## config.mk

```make
export PLATFORM = sky130hd
export DESIGN_NAME = warp_former
export DESIGN_NICKNAME = d
export VERILOG_FILES = /design/src/rtl/warp_pkg.sv /design/src/rtl/warp_ctrl.sv /design/src/rtl/warp_dp.sv /design/src/rtl/warp_former.sv
export SDC_FILE = /design/constraint.sdc
export NUM_CORES = 2
export LEC_CHECK = 0
export BUFFER_PORTS_ARGS = -buffer_cell sky130_fd_sc_hd__buf_2
export CORE_AREA = 4 4 530 532
export DETAILED_ROUTE_END_ITERATION = 16
export DIE_AREA = 0 0 534 536
export GPL_TIMING_DRIVEN = 0
export HOLD_SLACK_MARGIN = 0.02
export PLACE_DENSITY = 0.47
export SYNTH_ARGS = -nofsm -noshare
export SYNTH_HDL_FRONTEND = slang
export SYNTH_SLANG_ARGS = --single-unit
export TNS_END_PERCENT = 1
```

## constraint.sdc

```tcl
create_clock -name clk -period 281.5 [get_ports clk]
set_input_delay 28.15 -clock clk [delete_from_list [all_inputs] [get_ports clk]]
set_output_delay 28.15 -clock clk [all_outputs]
set_load 0.005 [all_outputs]
```

## src/rtl/warp_pkg.sv

```systemverilog
package warp_pkg;
  localparam int LANES_DEF   = 32;
  localparam int XY_W_DEF    = 11;
  localparam int Z_W_DEF     = 7;
  localparam int MAX_XY_DEF  = 1024;
  localparam int MAX_Z_DEF   = 64;
  localparam int MAX_THR_DEF = 1024;

  // strobes from control to datapath
  typedef struct packed {
    logic load;     // latch a new legal shape, rewind to warp 0
    logic advance;  // step to the next warp
  } dpCtl_t;
endpackage

```

## src/rtl/warp_ctrl.sv

```systemverilog
module warp_ctrl
  import warp_pkg::*;
(
  input  logic   clk,
  input  logic   rstN,
  input  logic   start,
  input  logic   shapeOk,
  input  logic   isLast,
  input  logic   outReady,
  output dpCtl_t ctl,
  output logic   outValid,
  output logic   done,
  output logic   error
);
  typedef enum logic {S_IDLE, S_EMIT} state_t;
  state_t state;

  logic fire;
  assign outValid = (state == S_EMIT);
  assign fire     = outValid && outReady;

  always_comb begin
    ctl.load    = start && shapeOk;
    ctl.advance = !start && fire && !isLast;
  end

  always_ff @(posedge clk) begin
    if (!rstN) begin
      state <= S_IDLE;
      done  <= 1'b0;
      error <= 1'b0;
    end else begin
      done <= !start && fire && isLast;
      if (start) begin
        error <= !shapeOk;
        state <= shapeOk ? S_EMIT : S_IDLE;
      end else if (fire && isLast) begin
        state <= S_IDLE;
      end
    end
  end
endmodule

```

## src/rtl/warp_dp.sv

```systemverilog
module warp_dp
  import warp_pkg::*;
#(
  parameter int LANES   = LANES_DEF,
  parameter int XY_W    = XY_W_DEF,
  parameter int Z_W     = Z_W_DEF,
  parameter int MAX_XY  = MAX_XY_DEF,
  parameter int MAX_Z   = MAX_Z_DEF,
  parameter int MAX_THR = MAX_THR_DEF,
  localparam int TID_W     = $clog2(MAX_THR + 1),
  localparam int MAX_WARPS = (MAX_THR + LANES - 1) / LANES,
  localparam int WIDX_W    = (MAX_WARPS > 1) ? $clog2(MAX_WARPS) : 1
)(
  input  logic                   clk,
  input  logic                   rstN,
  input  dpCtl_t                 ctl,
  input  logic [XY_W-1:0]        dimX,
  input  logic [XY_W-1:0]        dimY,
  input  logic [Z_W-1:0]         dimZ,
  output logic                   shapeOk,
  output logic                   isLast,
  output logic [WIDX_W-1:0]      warpIdx,
  output logic [LANES-1:0]       activeMask,
  output logic [TID_W-1:0]       baseTid,
  output logic [LANES*TID_W-1:0] laneTid,
  output logic [LANES*XY_W-1:0]  laneX,
  output logic [LANES*XY_W-1:0]  laneY,
  output logic [LANES*Z_W-1:0]   laneZ
);
  localparam int PROD_W = 2 * XY_W + Z_W;
  localparam int LOG_L  = $clog2(LANES);

  // shape legality, evaluated on the raw inputs
  logic [PROD_W-1:0] prod;
  assign prod = PROD_W'(dimX) * PROD_W'(dimY) * PROD_W'(dimZ);
  assign shapeOk = (dimX != '0) && (dimY != '0) && (dimZ != '0) &&
                   (dimX <= XY_W'(MAX_XY)) && (dimY <= XY_W'(MAX_XY)) &&
                   (dimZ <= Z_W'(MAX_Z)) && (prod <= PROD_W'(MAX_THR));

  logic [XY_W-1:0]   shX, shY, bx, by;
  logic [Z_W-1:0]    shZ, bz;
  logic [TID_W-1:0]  totalR;
  logic [WIDX_W-1:0] lastIdx;

  // coordinate chain: entry i is the position of thread baseTid + i
  logic [XY_W-1:0] cx [LANES+1];
  logic [XY_W-1:0] cy [LANES+1];
  logic [Z_W-1:0]  cz [LANES+1];

  assign cx[0] = bx;
  assign cy[0] = by;
  assign cz[0] = bz;

  for (genvar i = 0; i < LANES; i++) begin : g_step
    logic xWrap, yWrap;
    assign xWrap = ((cx[i] + 1'b1) == shX);
    assign yWrap = xWrap && ((cy[i] + 1'b1) == shY);
    assign cx[i+1] = xWrap ? '0 : cx[i] + 1'b1;
    assign cy[i+1] = xWrap ? (yWrap ? '0 : cy[i] + 1'b1) : cy[i];
    assign cz[i+1] = yWrap ? cz[i] + 1'b1 : cz[i];
  end

  always_ff @(posedge clk) begin
    if (!rstN) begin
      shX     <= '0;
      shY     <= '0;
      shZ     <= '0;
      totalR  <= '0;
      lastIdx <= '0;
      warpIdx <= '0;
      baseTid <= '0;
      bx      <= '0;
      by      <= '0;
      bz      <= '0;
    end else if (ctl.load) begin
      shX     <= dimX;
      shY     <= dimY;
      shZ     <= dimZ;
      totalR  <= TID_W'(prod);
      lastIdx <= WIDX_W'((TID_W'(prod) - 1'b1) >> LOG_L);
      warpIdx <= '0;
      baseTid <= '0;
      bx      <= '0;
      by      <= '0;
      bz      <= '0;
    end else if (ctl.advance) begin
      warpIdx <= warpIdx + 1'b1;
      baseTid <= baseTid + TID_W'(LANES);
      bx      <= cx[LANES];
      by      <= cy[LANES];
      bz      <= cz[LANES];
    end
  end

  assign isLast = (warpIdx == lastIdx);

  for (genvar i = 0; i < LANES; i++) begin : g_lane
    logic [TID_W-1:0] tid;
    logic act;
    assign tid = baseTid + TID_W'(i);
    assign act = (tid < totalR);
    assign activeMask[i]               = act;
    assign laneTid[i*TID_W +: TID_W]   = act ? tid : '0;
    assign laneX[i*XY_W +: XY_W]       = act ? cx[i] : '0;
    assign laneY[i*XY_W +: XY_W]       = act ? cy[i] : '0;
    assign laneZ[i*Z_W +: Z_W]         = act ? cz[i] : '0;
  end

  // shZ is kept only so the loaded shape is complete; z never wraps
  logic unusedZ;
  assign unusedZ = ^shZ;
endmodule

```

## src/rtl/warp_former.sv

```systemverilog
module warp_former
  import warp_pkg::*;
#(
  parameter int LANES   = LANES_DEF,
  parameter int XY_W    = XY_W_DEF,
  parameter int Z_W     = Z_W_DEF,
  parameter int MAX_XY  = MAX_XY_DEF,
  parameter int MAX_Z   = MAX_Z_DEF,
  parameter int MAX_THR = MAX_THR_DEF,
  localparam int TID_W     = $clog2(MAX_THR + 1),
  localparam int MAX_WARPS = (MAX_THR + LANES - 1) / LANES,
  localparam int WIDX_W    = (MAX_WARPS > 1) ? $clog2(MAX_WARPS) : 1
)(
  input  logic                   clk,
  input  logic                   rstN,
  input  logic                   start,
  input  logic [XY_W-1:0]        dimX,
  input  logic [XY_W-1:0]        dimY,
  input  logic [Z_W-1:0]         dimZ,
  input  logic                   outReady,
  output logic                   outValid,
  output logic [WIDX_W-1:0]      warpIdx,
  output logic [LANES-1:0]       activeMask,
  output logic [TID_W-1:0]       baseTid,
  output logic [LANES*TID_W-1:0] laneTid,
  output logic [LANES*XY_W-1:0]  laneX,
  output logic [LANES*XY_W-1:0]  laneY,
  output logic [LANES*Z_W-1:0]   laneZ,
  output logic                   done,
  output logic                   error
);
  dpCtl_t ctl;
  logic   shapeOk, isLast;

  warp_ctrl u_ctrl (
    .clk(clk), .rstN(rstN), .start(start), .shapeOk(shapeOk),
    .isLast(isLast), .outReady(outReady), .ctl(ctl),
    .outValid(outValid), .done(done), .error(error)
  );

  warp_dp #(
    .LANES(LANES), .XY_W(XY_W), .Z_W(Z_W),
    .MAX_XY(MAX_XY), .MAX_Z(MAX_Z), .MAX_THR(MAX_THR)
  ) u_dp (
    .clk(clk), .rstN(rstN), .ctl(ctl),
    .dimX(dimX), .dimY(dimY), .dimZ(dimZ),
    .shapeOk(shapeOk), .isLast(isLast), .warpIdx(warpIdx),
    .activeMask(activeMask), .baseTid(baseTid), .laneTid(laneTid),
    .laneX(laneX), .laneY(laneY), .laneZ(laneZ)
  );
endmodule

```

==> results.cfg <==
[run_status]
outcome = finished with violations
violations = max-capacitance violations, max-slew violations

[clock_network]
root_buffer = clkbuf_16
cts_sinks = 81
cts_post_setup_buffers_inserted = 0
clock_latency_ns = 0.36
cts_tree = built
cts-htree-levels = 3
cts_resized = 0
clk_path_buf_depth = 2
numCtsBuffers = 9
hold_buffers = 0
path_clk_slew_ns = 0.07

[routing]
wl_per_cell_um = 31.1
drcViolationCount = 0
postRouteAntennaNets = 0
first_pass_iters = 6
drt_iter0_drc = 9884
viasPerCell = 5.74
drt_wl_total_mm = 503
dr_total_vias = 92800

[placement]
hpwlAfterDp_mm = 419
postPlaceCellArea_sq_um = 86100
gp_congestion = 1.02
dp.cells = 16100
io_buffers = 1276

[timing]
finalSetupTns_ns = 0
timing_hold_violations_final = 0
slew_headroom_pct = -8.10
setup_violations = 0
min_period_ns = 145.08
timing.final.crit_share_pct = 51.5
max_freq_ghz = 0.00689
rsz0062_at_grt = false
drv_slew = 5
worstMarginPinSlew_ns = 1.61
skew_ns = 0.0158

[job]
maxCapViolCount = 1

[layout]
synthToLayoutAreaGrowth_pct = 16.5
post-route-util_pct = 31.3
drive_gt1_share_pct = 20.1
nFillCells = 31500
fin_area_sq_um = 86500
layout_commonest_cell = nor2_1
final_cell_mix = 1637 x nor2_1, 1332 x buf_2, 1089 x nand2_1, 857 x xnor2_1, 535 x inv_1
fin_nets = 12900
stdcell_count = 16200

[worst_hold_path]
hold_path.class = reg -> reg

[worst_setup_path]
arrival_ns = 116.92
cp_max_fo = 10
crit_top_cell = clkbuf_1
end_kind = primary output
crit_path_max_incr_delay_ns = 1.13
critPathRequiredTime_ns = 253.35
start_kind = flip-flop
criticalPathCategory = reg -> out
crit_slowest_cell = a211oi_1

[die]
io_pins = 1364
die-area_sq_um = 286000
die_y_um = 536
rows = 193
core_area_sq_um = 276000
fp.dieW_um = 534
start_util_pct = 26.9

[global_routing]
grt_util_all_layers_pct = 33.0
grt_pass1_wl_mm = 687
antenna_found_initial = 68
grt-ovfl-total = 0
grt_start_max_net_pins = 16
grt_pass1_vias = 86500

[yosys]
synth.distinct_cells = 199
syn_area_per_cell_sq_um = 6.73
synth_edf_count = 0
synthFlopType = dfxtp_1
synth_seq_cells = 81
synthArstFlopShare_pct = 0
syn_area_sq_um = 74200
ys_seq_area_share_pct = 2.18
syn_inst = 11000
ys_warn_count = 0
==> cell usage after synthesis (42+ instances only) <==
cell type	number	area (sq um)
buf_4	302	2270
nand2_1	1090	4090
a32oi_1	43	377
o21a_1	64	480
o211ai_1	95	713
and4_1	52	455
nand2b_1	62	388
nor2b_1	78	488
o31ai_1	55	413
fa_1	179	3580
and2_1	453	2830
a31oi_1	123	769
xor2_1	325	2850
mux2i_1	138	1380
inv_1	535	2010
or4_1	42	315
o21ai_1	122	611
buf_6	164	1850
o22ai_1	65	407
a211oi_1	81	608
a21o_1	81	608
a22oi_1	43	323
nand3_1	380	1900
xnor2_1	857	7510
buf_2	45	225
nor3b_1	42	315
a21oi_1	515	2580
clkbuf_1	274	1030
nor4_1	147	920
nor3_1	414	2070
ha_1	212	2650
nor2_1	1642	6160
and3_1	176	1100
o21bai_1	47	353
nand4_1	159	995
dfxtp_1	81	1620
xnor3_1	59	1330
or2_2	62	388
o21ai_0	318	1590
or3_1	108	676
==> routing by layer <==
layer  vias to the layer above  GRT usage, %  part of all wire, %
li1                      41600             -                    -
met1                     45100          41.2                   40
met2                      5209          52.4                   44
met3                       913          6.07                  8.5
met4                        20          21.0                  7.6
met5                         -             0                0.028
==> cell families after synthesis <==
family | count (synthesis) | share of synthesized area, %
compound gates | 2416 | 23.8
buf+inv | 1449 | 11.4
other cells | 1 | 0.00505
xor+xnor | 1255 | 16.1
mux | 181 | 2.52
simple gates | 5256 | 35.7
flops | 81 | 2.18
fa+ha+maj | 392 | 8.41
==> state kept, by name, indices dropped and copies added, names as in the netlist, 5 cells and up <==
| name | cells |
|---|---|
| u_dp.shY | 11 |
| u_dp.shX | 11 |
| u_dp.bz | 7 |
| u_dp.bx | 11 |
| u_dp.warpIdx | 5 |
| u_dp.by | 11 |
| u_dp.baseTid | 6 |
| u_dp.lastIdx | 5 |
| u_dp.totalR | 11 |
==> worst max-delay path, delay by kind of cell (launching register included) <==
family / cells / cell delay, ns
flops: 1 / 0.31
buf+inv: 109 / 29.84
simple gates: 131 / 34.21
mux: 3 / 1.06
compound gates: 114 / 35.46
xor+xnor: 27 / 7.16
fa+ha+maj: 31 / 8.13
==> layout make-up <==
type | count | area, sq um | share of cell area [%]
diodes | 35 | 87.6 | 0.101
multi-input cells | 9585 | 64600 | 74.7
flip-flops and latches | 81 | 1620 | 1.87
well taps | 3705 | 4640 | 5.36
repair buffers | 1300 | 6800 | 7.86
clock inverters | 6 | 48.8 | 0.0564
plain buffers | 887 | 6380 | 7.38
inverters | 562 | 2110 | 2.44
clock buffers | 10 | 239 | 0.276
==> worst paths after layout <==
| check | start | endpoint | slack [ns] | cells after the start |
|---|---|---|---|---|
| worst min-delay path | u_dp.bz[5] | u_dp.bz[5] | 0.52 | 2 |
| worst max register to register | u_dp.shX[1] | u_dp.by[8] | 163.46 | 421 |
| worst min register to register | u_dp.bz[5] | u_dp.bz[5] | 0.52 | 2 |
| worst max-delay path | u_dp.shX[1] | laneZ[223] | 136.43 | 415 |
==> metrics by stage <==
stage / hold WS [ns] / worst slack [ns]
2_1_floorplan: 0.460 / 171.62
4_1_cts: 0.515 / 140.41
3_3_place_gp: 0.497 / 137.99
6_report: 0.524 / 136.43
5_1_grt: 0.539 / 131.48
3_5_place_dp: 0.504 / 141.24
Power is left out: the tool's default activity adds up to more than one toggle a clock period on the data nets, which glitch-free logic cannot reach.
